### src/rtl/cal_pkg.sv
package cal_pkg;
  localparam int unsigned N_CAL   = 2;
  localparam int unsigned CAL_POLL = 0;
  localparam int unsigned CAL_FSK  = 1;

  typedef enum logic [0:0] {
    ST_IDLE = 1'b0,
    ST_RUN  = 1'b1
  } cal_st_e;
endpackage

### src/rtl/cal_req_slot.sv
// One request/completion bit pair; completion wins over a concurrent set.
module cal_req_slot (
  input  logic clk_i,
  input  logic rst_ni,
  input  logic set_i,
  input  logic complete_i,
  output logic req_o,
  output logic done_o
);
  logic req_q, done_q;

  always_ff @(posedge clk_i or negedge rst_ni) begin
    if (!rst_ni) begin
      req_q  <= 1'b0;
      done_q <= 1'b0;
    end else if (complete_i) begin
      req_q  <= 1'b0;
      done_q <= 1'b1;
    end else if (set_i) begin
      req_q  <= 1'b1;
      done_q <= 1'b0;
    end
  end

  assign req_o  = req_q;
  assign done_o = done_q;
endmodule

### src/rtl/cal_wake_ctrl.sv
// Automatic requests on wake-up in discontinuous mode.
module cal_wake_ctrl #(
  parameter int unsigned N_CAL = 2,
  parameter int unsigned FSK_IDX = 1
) (
  input  logic             wake_i,
  input  logic             drx_mode_i,
  input  logic             fsk_en_i,
  output logic [N_CAL-1:0] auto_req_o
);
  logic [N_CAL-1:0] mask;

  for (genvar g = 0; g < N_CAL; g++) begin : g_mask
    if (g == FSK_IDX) begin : g_fsk
      assign mask[g] = fsk_en_i;
    end else begin : g_always
      assign mask[g] = 1'b1;
    end
  end

  assign auto_req_o = (wake_i && drx_mode_i) ? mask : '0;
endmodule

### src/rtl/cal_arbiter.sv
// Fixed-priority launcher: lowest index first, one engine at a time.
module cal_arbiter
  import cal_pkg::*;
#(
  parameter int unsigned N_CAL = 2
) (
  input  logic             clk_i,
  input  logic             rst_ni,
  input  logic [N_CAL-1:0] req_i,
  input  logic             osc_en_i,
  input  logic [N_CAL-1:0] eng_done_i,
  output logic [N_CAL-1:0] start_o,
  output logic [N_CAL-1:0] complete_o
);
  localparam int unsigned IDX_W = (N_CAL > 1) ? $clog2(N_CAL) : 1;

  cal_st_e          st_q;
  logic [IDX_W-1:0] act_q;
  logic [N_CAL-1:0] start_q;
  logic [IDX_W-1:0] pick;
  logic             any_req;
  logic             launch;
  logic             finish;

  always_comb begin
    pick    = '0;
    any_req = 1'b0;
    for (int i = N_CAL - 1; i >= 0; i--) begin
      if (req_i[i]) begin
        pick    = IDX_W'(i);
        any_req = 1'b1;
      end
    end
  end

  assign launch = (st_q == ST_IDLE) && any_req && osc_en_i;
  assign finish = (st_q == ST_RUN) && eng_done_i[act_q];

  always_ff @(posedge clk_i or negedge rst_ni) begin
    if (!rst_ni) begin
      st_q    <= ST_IDLE;
      act_q   <= '0;
      start_q <= '0;
    end else begin
      start_q <= '0;
      if (launch) begin
        st_q         <= ST_RUN;
        act_q        <= pick;
        start_q[pick] <= 1'b1;
      end else if (finish) begin
        st_q <= ST_IDLE;
      end
    end
  end

  always_comb begin
    complete_o = '0;
    if (finish) complete_o[act_q] = 1'b1;
  end

  assign start_o = start_q;
endmodule

### src/rtl/cal_seq_ctrl.sv
module cal_seq_ctrl
  import cal_pkg::*;
(
  input  logic clk_i,
  input  logic rst_ni,
  input  logic pcal_req_wr_i,
  input  logic fcal_req_wr_i,
  input  logic drx_mode_i,
  input  logic fsk_en_i,
  input  logic wake_i,
  input  logic osc_en_i,
  input  logic pcal_done_i,
  input  logic fcal_done_i,
  output logic pcal_start_o,
  output logic fcal_start_o,
  output logic pcal_req_o,
  output logic fcal_req_o,
  output logic pcal_done_o,
  output logic fcal_done_o
);
  logic [N_CAL-1:0] wr_req, auto_req, set_req;
  logic [N_CAL-1:0] req, done, start, complete, eng_done;

  assign wr_req[CAL_POLL]   = pcal_req_wr_i;
  assign wr_req[CAL_FSK]    = fcal_req_wr_i;
  assign eng_done[CAL_POLL] = pcal_done_i;
  assign eng_done[CAL_FSK]  = fcal_done_i;

  cal_wake_ctrl #(.N_CAL(N_CAL), .FSK_IDX(CAL_FSK)) u_wake (
    .wake_i     (wake_i),
    .drx_mode_i (drx_mode_i),
    .fsk_en_i   (fsk_en_i),
    .auto_req_o (auto_req)
  );

  assign set_req = wr_req | auto_req;

  for (genvar g = 0; g < N_CAL; g++) begin : g_slot
    cal_req_slot u_slot (
      .clk_i      (clk_i),
      .rst_ni     (rst_ni),
      .set_i      (set_req[g]),
      .complete_i (complete[g]),
      .req_o      (req[g]),
      .done_o     (done[g])
    );
  end

  cal_arbiter #(.N_CAL(N_CAL)) u_arb (
    .clk_i      (clk_i),
    .rst_ni     (rst_ni),
    .req_i      (req),
    .osc_en_i   (osc_en_i),
    .eng_done_i (eng_done),
    .start_o    (start),
    .complete_o (complete)
  );

  assign pcal_start_o = start[CAL_POLL];
  assign fcal_start_o = start[CAL_FSK];
  assign pcal_req_o   = req[CAL_POLL];
  assign fcal_req_o   = req[CAL_FSK];
  assign pcal_done_o  = done[CAL_POLL];
  assign fcal_done_o  = done[CAL_FSK];
endmodule

### config.mk
export PLATFORM = sky130hd
export DESIGN_NAME = cal_seq_ctrl
export DESIGN_NICKNAME = d
export VERILOG_FILES = /design/src/rtl/cal_pkg.sv /design/src/rtl/cal_req_slot.sv /design/src/rtl/cal_wake_ctrl.sv /design/src/rtl/cal_arbiter.sv /design/src/rtl/cal_seq_ctrl.sv
export SDC_FILE = /design/constraint.sdc
export NUM_CORES = 1
export LEC_CHECK = 0
export ABC_CLOCK_PERIOD_IN_PS = 1400
export BUFFER_PORTS_ARGS = -buffer_cell sky130_fd_sc_hd__buf_2
export CAP_MARGIN = 20
export CORE_AREA = 4 4 41 43
export DETAILED_ROUTE_END_ITERATION = 6
export DIE_AREA = 0 0 45 47
export SLEW_MARGIN = 40
export SYNTH_ARGS = -nofsm -noshare
export SYNTH_HDL_FRONTEND = slang
export SYNTH_HIERARCHICAL = 1
export SYNTH_SLANG_ARGS = --single-unit
### constraint.sdc
create_clock -name clk_i -period 1.4 [get_ports clk_i]
set_input_delay 0.28 -clock clk_i [delete_from_list [all_inputs] [get_ports clk_i]]
set_output_delay 0.28 -clock clk_i [all_outputs]
set_load 0.005 [all_outputs]
# Yosys cells after proc, flatten, opt, wreduce, memory -nomap -nowiden
# Index checks and enable logic that the tools add are counted.
[word_totals] regBits=8 in_bits=10 mem_bits_ro=0 out_inout_bits=6 latchBits=0 mem_count=0 ramBits=0
[op_classes] shift=0 n_eq_ne=0 n_addsub=0 n_lt_le_gt_ge=4 reduce_logical=9 bitwise=2 n_mux=22 n_mul=0 div=0
[op_table] operator="$mux 1" n=17
[op_table] operator="$logic_and 1x1->1" n=6
[op_table] operator="$mux 2" n=3
[op_table] operator="$reduce_bool 2->1" n=3
[op_table] operator="$lt 1x2->1 const B" n=2
[op_table] operator="$demux 1 s1" n=2
[op_table] operator="$ge 1x1->1 const B" n=2
[op_table] operator="$or 2x2->2" n=1
[op_table] operator="$not 1->1" n=1

# Depth between registers and ports, before layout
# Gate-level depths: netlist (run 1).
[logic_depth] word_depth=7 depth_mapped=4

# Cells and area by module
# Netlist (run 1), hierarchy kept.
[by_module_without_submodules] mod="cal_arbiter" cells_each=14 area_each_um2=168.9 instances=1
[by_module_without_submodules] mod="cal_req_slot" cells_each=6 area_each_um2=68.8 instances=2
[by_module_without_submodules] mod="cal_seq_ctrl" cells_each=2 area_each_um2=12.5 instances=1
[by_module_without_submodules] mod="cal_wake_ctrl" cells_each=2 area_each_um2=12.5 instances=1

# Worst setup path before layout (run 1)
# OpenSTA, ideal clock, no wires.
[synth_timing] kind="input to register" startpoint="input fsk_en_i" endpoint="register g_slot[1].u_slot.req_q" t_arrival_ns=0.789 setup_ns=0.116 n_path_buf=0 path_stages=4 path_slack_ns=0.495 cell_sequence="and3_1 > or2_1 > nor2_1 > nor2_1"
[synth_via] elab_chain_cells=3
[synth_rtl] element="start: declaration" line_no="cal_seq_ctrl.sv:9" rtl="input logic fsk_en_i,"
[synth_rtl] element="$mux 2" line_no="cal_wake_ctrl.sv:21" rtl="assign auto_req_o = (wake_i && drx_mode_i) ? mask : '0;"
[synth_rtl] element="$or 2x2->2" line_no="cal_seq_ctrl.sv:36" rtl="assign set_req = wr_req | auto_req;"
[synth_rtl] element="named net set_req[1]" line_no="cal_seq_ctrl.sv:21" rtl="logic [N_CAL-1:0] wr_req, auto_req, set_req;"
[synth_rtl] element="$reduce_bool 2->1 (no source line)"
[synth_rtl] element="end signal: assignment" line_no="cal_req_slot.sv:14" rtl="req_q <= 1'b0;"
[synth_rtl] element="end signal: assignment" line_no="cal_req_slot.sv:17" rtl="req_q <= 1'b0;"
[synth_rtl] element="end signal: assignment" line_no="cal_req_slot.sv:20" rtl="req_q <= 1'b1;"
[synth_rtl] element="end: declaration" line_no="cal_req_slot.sv:10" rtl="logic req_q, done_q;"
# The timed path passes the listed nets, and every way through them passes these cells.
# A chain may end at the register's enable or synchronous reset.

# Worst setup path after layout (run 1)
[layout_timing] startpoint="register g_slot[0].u_slot.req_q" endpoint="output pcal_req_o"
[layout_rtl] element="start: declaration" line_no="cal_req_slot.sv:10"
[layout_rtl] element="start signal: assignment" line_no="cal_req_slot.sv:14"
[layout_rtl] element="start signal: assignment" line_no="cal_req_slot.sv:17"
[layout_rtl] element="start signal: assignment" line_no="cal_req_slot.sv:20"
[layout_rtl] element="end: declaration" line_no="cal_seq_ctrl.sv:16" rtl="output logic pcal_req_o,"
# No word-level cell between the ends.

==> metrics.txt, run 1 <==
Layout fillers=146; # setup viols final=0; die height=47 um; worst setup path endpoint=pcal_req_o; via/cell ratio=4.34; Crit Path Class=reg -> out; CP peak stage delay=0.42 ns; MaxCap Viol Count=0; Die W=45 um; met1 Track Usage GR=8.82%; critical path peak fanout=5; initial antenna violation count=0; mux cell area share after synthesis=6.42%; cell area after layout=458 um2; die area=2120 um2; R2R Setup Slk=0.49 ns; Iter 0 DRT Violations=0; Worst path depth=1; largest net degree at the start of global routing=9; gr ovfl total=0; I/O Pins=16; clk sinks=8; leakage=0.266 nW; critical-path cell list=buf_2; peak supply drop=0.000581 V; crit path from=g_slot[0].u_slot/req_o$_DFFE_PN0P_; H-tree levels=1; Max clock buf depth=2; count of different cell masters after synthesis=14; Mapped Nets=40; worst hold path class=in -> reg; Layout Nets=61; fmax=920 MHz; layout cells sized above 1=38.8%; CTS root buffer=clkbuf_4; most frequent cells in the layout=15 x buf_2, 8 x dfrtp_1, 5 x nor2_1; Worst EP required=1.12 ns; Placer Congestion=0.670; xor/xnor cell area share of the yosys netlist=0%; Adder-Cell Fraction of Synth Area=0%; Setup crit start kind=register; critical path's slowest cell=dfrtp_1; synthesized cell area=332 um2; Worst Skew=0.000605 ns; r2r startpoint=u_arb/act_q$_DFFE_PN0P_; vias=278; Power Dens Cells=1600 nW/um2; wire per inst=10.4 um; synth-to-layout area growth=38.1%; Rows=13; CP Buf/Inv Count=1; placed cell area=425 um2; Initial Util=25.5%; main combinational cell family by area after synthesis=simple AND/OR/NAND/NOR gates; fin crit share=77.6%; Worst EP arrival=0.81 ns; ANT nets after route=0; met3 Resource Use GR=5.75%; number of global-route vias before repair=311; Max Slew Vio Count=0; Setup TNS=0 ns; YS warnings=6; DR DRC count=0; Synth Area in Simple Gates=22.3%; first-pass GRT wire length=1240 um; gr busiest metal=met2; hold depth=3; CP Capture Type=output port; measured slew at the worst slew-check pin=0.185 ns; Avg Cell Area, Syn=11.1 um2; FF-to-FF path depth=2; Pwr Total=0.000731 W; PortBufs=15; kind of cell adding the most delay to the critical path=flip-flops; sequential element share of the synthesized area=60.4%; Final Hold Vio Count=0; unrepaired setup endpoints after global routing=no; outcome=finished clean; PnR worst setup slack=0.313 ns; Core Area=1300 um2; post-place setup slack=0.359 ns; clk slew on worst S/H paths=0.05 ns; CTS tree=built; worst r2r dst=u_arb/st_q$_DFFE_PN0P_; Seq cells post-synth=8; Core Util, Final=35.2%; drt total wl=667 um; Final min period=1.09 ns; Mapped Cells=30; total track usage=8.27%; Slew headroom=87.6%; met2 Use GR=14.4%; first-pass detailed-route iteration total=1; Antenna Cells=0; latest clock arrival within the worst-skew pair=0.24 ns; most common cell after layout, fill and taps aside=buf_2; Inserted Clock Buffers=3; compound-gate portion of the synthesized area=7.55%
-- stage by stage --
step / hold slack [ns] / instances
final: 0.324 / 64
after global placement: 0.130 / 60
after global routing: 0.335 / 64
after floorplan: -0.0156 / 30
after CTS: 0.310 / 64
after detailed placement: 0.134 / 60
-- power by group --
part | switching (W) | total [W] | leakage (nW) | internal [W]
Clock | 0.0000701 | 0.000168 | 0.0138 | 0.0000975
Sequential | 0.0000619 | 0.000372 | 0.0967 | 0.000311
Combinational | 0.0000806 | 0.000191 | 0.155 | 0.000110
Total | 0.000213 | 0.000731 | 0.266 | 0.000519
-- synth_stat cells --
| cell | number | share of area, % |
|---|---|---|
| and3_1 | 2 | 3.8 |
| dfrtp_1 | 8 | 60 |
| mux2_1 | 1 | 3.4 |
| nand3b_1 | 1 | 2.3 |
| nor2_1 | 5 | 5.7 |
| mux2i_1 | 1 | 3.0 |
| a21oi_1 | 1 | 1.5 |
| a21o_1 | 2 | 4.5 |
| or2_1 | 2 | 3.8 |
| and2_1 | 1 | 1.9 |
| inv_1 | 3 | 3.4 |
| o21ai_0 | 1 | 1.5 |
| and3_2 | 1 | 2.3 |
| and3b_1 | 1 | 2.6 |
-- sequential cells by signal (all words and copies together) (netlist names) --
register / count
g_slot.u_slot/done_o: 2
g_slot.u_slot/req_o: 2
u_arb/start_o: 2
u_arb/act_q: 1
u_arb/st_q: 1
-- metal layers --
metal	share of wire, %	up-vias	routed length [um]
met3	9.0	0	60
met4	0	0	0
met1	37	131	247
met5	0	-	0
met2	54	8	360
li1	-	139	-
-- cells by family after synthesis --
logic type / after synthesis
and+or+nand+nor: 13
DFF: 8
AOI/OAI and AO/OA: 4
buffers and inverters: 3
muxes: 2
-- area by class of cell --
cell class | count | area (um2) | share of cell area [%]
repair buffers | 16 | 85.1 | 18.6
flip-flops and latches | 8 | 200 | 43.7
inverters | 3 | 11.3 | 2.46
multi-input cells | 19 | 120 | 26.2
clock buffers | 3 | 22.5 | 4.92
well taps | 15 | 18.8 | 4.10
-- worst min path at each step --
stage	start	endpoint
global route	osc_en_i	u_arb/start_o[1]$_DFF_PN0_
finish	osc_en_i	u_arb/start_o[1]$_DFF_PN0_
floorplan	rst_ni	g_slot[0].u_slot/done_o$_DFFE_PN0P_
detailed placement	rst_ni	g_slot[0].u_slot/done_o$_DFFE_PN0P_
CTS	osc_en_i	u_arb/start_o[1]$_DFF_PN0_
global placement	rst_ni	g_slot[0].u_slot/done_o$_DFFE_PN0P_
-- repair_timing --
action,in CTS,in global routing
endpoints found under the hold margin,8,0
setup buffers,0,0
hold buffers,1,0
resized for setup,0,0
No activity file was read; power rests on OpenSTA's default activity.
==> inputs of run 2 (changes only) <==
ABC_CLOCK_PERIOD_IN_PS = 900   (was 1400)
clock period = 0.9 ns   (was 1.4 ns; I/O delays follow)
==> run 2 against run 1 <==
  * The run now ends with negative setup slack left
  * Register-to-register slack got worse by 0.50 ns
  * Final cell count rose by 7.8%
  * Setup slack got worse by 0.37 ns
  * Utilization rose by 4.1 points
  * Sequential share of layout area fell by 4.6 points
  * Critical path depth did not move
  * First-iteration DRC count rose by 1
  * Clock skew rose by 0.0022 ns
  * Hold slack got worse by 0.10 ns
  * Combinational power rose to 2.6 times the previous value
  * Final area rose by 12%
  * Sequential power rose by 52%
  * Critical path type unchanged
==> metrics.txt, run 2 (synthesis results as in run 1) <==
CTS tree=built (unchanged); clk slew on worst S/H paths=0.05 ns (about the same); WHS=0.223 ns (was 0.324 ns); CP peak stage delay=0.38 ns (was 0.42 ns); synth-to-layout area growth=54.3% (was 38.1%); Core Util, Final=39.3% (was 35.2%); R2R Setup Slk=-0.01 ns (was 0.49 ns); Final Hold Vio Count=0 (unchanged); Rows=13 (unchanged); Comb power frac=37.4% (was 26.1%); Max clock buf depth=2 (unchanged); PnR worst setup slack=-0.0522 ns (was 0.313 ns); Placer Congestion=0.684 (was 0.670); ANT nets after route=0 (unchanged); PortBufs=15 (unchanged); Slew headroom=87.5% (was 87.6%); Worst EP arrival=0.77 ns (was 0.81 ns); sequential power share=42.1% (was 50.9%); Worst EP required=0.72 ns (was 1.12 ns); worst hold path class=in -> reg (unchanged); CP Buf/Inv Count=1 (unchanged); Power Dens Cells=2620 nW/um2 (was 1600 nW/um2); Layout Nets=66 (was 61); unrepaired setup endpoints after global routing=yes (was no); CP Capture Type=output port (unchanged); fin crit share=106%; Core Area=1300 um2 (unchanged); peak supply drop=0.000878 V (was 0.000581 V); leakage=0.290 nW (was 0.266 nW); layout cells sized above 1=51.9% (was 38.8%); CTS root buffer=clkbuf_4 (unchanged); hold depth=3 (unchanged); drt total wl=744 um (was 667 um); net switching power=0.000393 W (was 0.000213 W); Iter 0 DRT Violations=1 (was 0); wire per inst=10.8 um (was 10.4 um); I/O Pins=16 (unchanged); via/cell ratio=4.30 (was 4.34); cell-internal power=0.000950 W (was 0.000519 W); violated checks=negative setup slack; switching share of power=29.3% (was 29.1%); total track usage=8.69% (was 8.27%); worst r2r dst=u_arb/st_q$_DFFE_PN0P_ (unchanged); FF-to-FF path depth=2 (unchanged); number of global-route vias before repair=308 (was 311); Max Slew Vio Count=0 (unchanged); Antenna Cells=0 (unchanged); first-pass GRT wire length=1200 um (was 1240 um); critical path peak fanout=2 (was 5); latest clock arrival within the worst-skew pair=0.26 ns (was 0.24 ns); # setup viols final=7 (was 0); die area=2120 um2 (unchanged); first-pass detailed-route iteration total=2 (was 1); fmax=1050 MHz; most frequent cells in the layout=15 x buf_2, 8 x dfrtp_1, 5 x nor2_1, 5 x buf_4, 3 x clkbuf_4 (was 15 x buf_2, 8 x dfrtp_1, 5 x nor2_1); vias=297 (was 278); Die W=45 um (unchanged); Worst Skew=0.00279 ns (was 0.000605 ns); initial antenna violation count=0 (unchanged); Crit Path Class=reg -> out (unchanged); Setup crit start kind=register (unchanged); outcome=finished, violations left (was finished clean); Final min period=0.952 ns; Inserted Clock Buffers=3 (unchanged); Endpoint, Worst Hold=u_arb/st_q$_DFFE_PN0P_ (was u_arb/start_o[1]$_DFF_PN0_); Pwr Total=0.00134 W (was 0.000731 W); H-tree levels=1 (unchanged); DR DRC count=0 (unchanged); clock network power share=20.5% (was 22.9%); Initial Util=25.5% (unchanged); kind of cell adding the most delay to the critical path=flip-flops (unchanged); MaxCap Viol Count=0 (unchanged); most common cell after layout, fill and taps aside=buf_2 (unchanged); clk sinks=8 (unchanged); critical-path cell list=buf_2 (unchanged); Detailed Place HPWL=531 um; r2r startpoint=u_arb/act_q$_DFFE_PN0P_ (unchanged); Hold Crit Start=osc_en_i (unchanged); measured slew at the worst slew-check pin=0.188 ns (was 0.185 ns); die height=47 um (unchanged); critical path's slowest cell=dfrtp_1 (unchanged); gr ovfl total=0 (unchanged); largest net degree at the start of global routing=9 (unchanged)
==> run 2: changes by cell type in the layout (fill, tap and decap cells not counted), sizes merged <==
cell / before / now
buf: 15 / 20
==> run 2: worst register-to-register path, cell delays in order (launching register included) <==
cell     delay [ns]
dfrtp_1        0.41
mux2_4         0.31
mux2i_1        0.12
==> run 2: what timing repair did <==
item / 4_1_cts / 5_1_grt
hold buffers: 1 / 0
setup endpoints to repair: 8 / 10
pin swaps: 0 / 2
setup buffers: 4 / 1
resized for setup: 2 / 4
endpoints found under the hold margin: 8 / 0
==> run 2: area by class of cell <==
| class | instances | area (um2) |
|---|---|---|
| fillers | 130 | 790 |
| multi-input cells | 19 | 136 |
| repair buffers | 21 | 123 |
| well taps | 15 | 18.8 |
| clock buffers | 3 | 22.5 |
| inverters | 3 | 11.3 |
| flip-flops and latches | 8 | 200 |
==> run 2: stage by stage <==
step	setup WS, ns	cell area (um2)	setup TNS (ns)	cells
5_1_grt	-0.0851	512	-0.455	69
3_5_place_dp	-0.0349	425	-0.0609	60
4_1_cts	-0.0601	492	-0.227	68
2_1_floorplan	0.0417	332	0	30
3_3_place_gp	-0.0313	425	-0.0348	60
6_report	-0.0522	512	-0.156	69
==> run 2: metal layers <==
metal / track usage, % / share of wire (%)
met1: 7.48 / 37
met2: 14.1 / 51
met3: 6.90 / 9.5
met4: 5.26 / 1.9
met5: 0 / 0
==> run 2: worst max-delay path by stage <==
| stage | startpoint | endpoint | slack, ns | depth (start not counted) |
|---|---|---|---|---|
| after CTS | g_slot[0].u_slot/req_o$_DFFE_PN0P_ | pcal_req_o | -0.06 | 1 |
| after global routing | g_slot[0].u_slot/req_o$_DFFE_PN0P_ | pcal_req_o | -0.09 | 1 |
| after global placement | fsk_en_i | g_slot[1].u_slot/req_o$_DFFE_PN0P_ | -0.03 | 5 |
| after detailed placement | fsk_en_i | g_slot[1].u_slot/req_o$_DFFE_PN0P_ | -0.03 | 5 |
| final | g_slot[0].u_slot/req_o$_DFFE_PN0P_ | pcal_req_o | -0.05 | 1 |
| after floorplan | u_arb/st_q$_DFFE_PN0P_ | g_slot[1].u_slot/done_o$_DFFE_PN0P_ | 0.04 | 2 |
==> run 2: power groups by stage <==
| stage | Combinational (W) | Sequential (W) | Clock, W |
|---|---|---|---|
| floorplan | 0.000156 | 0.000576 | 0 |
| global placement | 0.000295 | 0.000579 | 0 |
| detailed placement | 0.000298 | 0.000579 | 0 |
| CTS | 0.000438 | 0.000555 | 0.000291 |
| global route | 0.000557 | 0.000581 | 0.000308 |
| finish | 0.000502 | 0.000565 | 0.000275 |
==> inputs of run 3 (changes only) <==
BUFFER_PORTS_ARGS = not set   (was -buffer_cell sky130_fd_sc_hd__buf_2)
DONT_BUFFER_PORTS = 1   (was not set)
RECOVER_POWER = 25   (was not set)
==> run 3 against run 2 <==
  * Highest routed layer is now met3
  * Clock-buffer cell count is the same
  * Clock power shrank 7%
  * Sequential share of layout area grew 11 points
  * Final cell count shrank 28%
  * Sequential power grew 7.6%
  * Die area is the same
  * Total power shrank 16%
  * The flow now finishes without violations
  * First-iteration DRC count shrank 100%
  * Final area shrank 21%
  * Maximum frequency grew 6.3%
  * Critical path depth grew 1
==> metrics.txt, run 3 (synthesis results as in run 1) <==
outcome=finished clean (was finished, violations left); fmax=1120 MHz (was 1050 MHz); latest clock arrival within the worst-skew pair=0.25 ns (was 0.26 ns); I/O Pins=16 (unchanged); die height=47 um (unchanged); Placer Congestion=0.694 (was 0.684); Worst EP required=1.07 ns (was 0.72 ns); most common cell after layout, fill and taps aside=dfrtp_1 (was buf_2); CTS tree=built (unchanged); Iter 0 DRT Violations=0 (was 1); via/cell ratio=4.42 (was 4.30); CP Buf/Inv Count=0 (was 1); CP peak stage delay=0.40 ns (was 0.38 ns); largest net degree at the start of global routing=9 (unchanged); CTS root buffer=clkbuf_4 (unchanged); critical-path cell list=mux2_4 -> mux2i_1 (was buf_2); PortBufs=0 (was 15); clk slew on worst S/H paths=0.05 ns (about the same); die area=2120 um2 (unchanged); DR DRC count=0 (unchanged); Pwr Total=0.00112 W (was 0.00134 W); Power Dens Cells=2790 nW/um2 (was 2620 nW/um2); clk sinks=8 (unchanged); Final Hold Vio Count=0 (unchanged); synth-to-layout area growth=21.5% (was 54.3%); placed cell area=350 um2 (was 425 um2); Final min period=0.896 ns (was 0.952 ns); kind of cell adding the most delay to the critical path=multiplexers (was flip-flops); Crit Path Class=reg -> reg (was reg -> out); most frequent cells in the layout=7 x dfrtp_1, 5 x nor2_1, 3 x clkbuf_4, 3 x inv_1 (was 15 x buf_2, 8 x dfrtp_1, 5 x nor2_1, 5 x buf_4, 3 x clkbuf_4); unrepaired setup endpoints after global routing=yes (unchanged); Rows=13 (unchanged); H-tree levels=1 (unchanged); Inserted Clock Buffers=3 (unchanged); number of global-route vias before repair=237 (was 308); Max Slew Vio Count=0 (unchanged); wire per inst=13.1 um (was 10.8 um); Worst EP arrival=1.07 ns (was 0.77 ns); Setup crit start kind=register (unchanged); fin crit share=99.5% (was 106%); MaxCap Viol Count=0 (unchanged); worst hold path class=in -> reg (unchanged); peak supply drop=0.00103 V (was 0.000878 V); Max clock buf depth=2 (unchanged); first-pass GRT wire length=1060 um (was 1200 um); first-pass detailed-route iteration total=1 (was 2); Initial Util=25.5% (unchanged); critical path's slowest cell=dfrtp_1 (unchanged); critical path peak fanout=3 (was 2); vias=221 (was 297); Setup TNS=0 ns (was -0.156 ns); # setup viols final=0 (was 7); CP Capture Type=register (was output port); Layout Nets=47 (was 66); measured slew at the worst slew-check pin=0.366 ns (was 0.188 ns); Die W=45 um (unchanged); Core Area=1300 um2 (unchanged); Worst Skew=0.00539 ns (was 0.00279 ns); initial antenna violation count=0 (unchanged); Antenna Cells=0 (unchanged); drt total wl=653 um (was 744 um); gr ovfl total=0 (unchanged); cell area after layout=403 um2 (was 512 um2); ANT nets after route=0 (unchanged); leakage=0.212 nW (was 0.290 nW); Slew headroom=75.5% (was 87.5%); layout cells sized above 1=22.9% (was 51.9%); Layout fillers=142 (was 130); total track usage=7.77% (was 8.69%); crit path from=u_arb/act_q$_DFFE_PN0P_ (was g_slot[0].u_slot/req_o$_DFFE_PN0P_); r2r startpoint=u_arb/act_q$_DFFE_PN0P_ (unchanged); R2R Setup Slk=0.004 ns (was -0.01 ns); Hold Crit Start=osc_en_i (unchanged)
## run 3: what timing repair did
action                     in CTS  in global routing
hold buffers                    1                  0
buffers inserted                1                  0
pin swaps                       0                  2
resized for setup               2                  2
setup endpoints to repair       2                  5
hold endpoints to repair        8                  0
## run 3: power breakdown
group,internal (W),switching [W]
registers,0.000487,0.000121
logic,0.000156,0.000102
clock network,0.000151,0.000106
## run 3: worst reg2reg max path, delay by kind of cell (launching register included)
kind / cells / cell delay [ns]
muxes: 2 / 0.42
DFF: 1 / 0.40
## run 3: layout make-up
class | count | area (um2) | share of cell area (%)
Inverter | 3 | 11.3 | 2.80
Sequential cell | 8 | 201 | 50.0
Tap cell | 15 | 18.8 | 4.66
Multi-Input combinational cell | 19 | 131 | 32.6
Timing Repair Buffer | 2 | 17.5 | 4.35
Clock buffer | 3 | 22.5 | 5.59
## run 3: worst paths after layout
| check | end | cells after the start |
|---|---|---|
| min reg2reg | u_arb/start_o[1]$_DFF_PN0_ | 1 |
| max reg2reg | u_arb/st_q$_DFFE_PN0P_ | 2 |
| max | u_arb/st_q$_DFFE_PN0P_ | 2 |
| max in group asynchronous | g_slot[0].u_slot/req_o$_DFFE_PN0P_ | 1 |
| min | u_arb/st_q$_DFFE_PN0P_ | 2 |
| min in group asynchronous | u_arb/act_q$_DFFE_PN0P_ | 1 |
## run 3: metrics by stage
stage	setup slack [ns]	util (%)	hold WS [ns]	std cells
after detailed placement	-0.0171	26.9	-0.115	45
after global placement	0.00883	26.9	-0.115	45
after global routing	-0.0281	31.0	0.111	50
after floorplan	0.0417	-	-0.116	30
after CTS	-0.00349	30.6	0.0971	50
final	0.00424	31.0	0.103	50
## run 3: metal layers
layer / GRT usage (%) / up-vias / part of all wire, %
met5: 0 / - / 0
met2: 13.0 / 7 / 54
li1: - / 110 / -
met3: 6.90 / 0 / 8.1
met4: 1.75 / 0 / 0
met1: 7.13 / 104 / 38
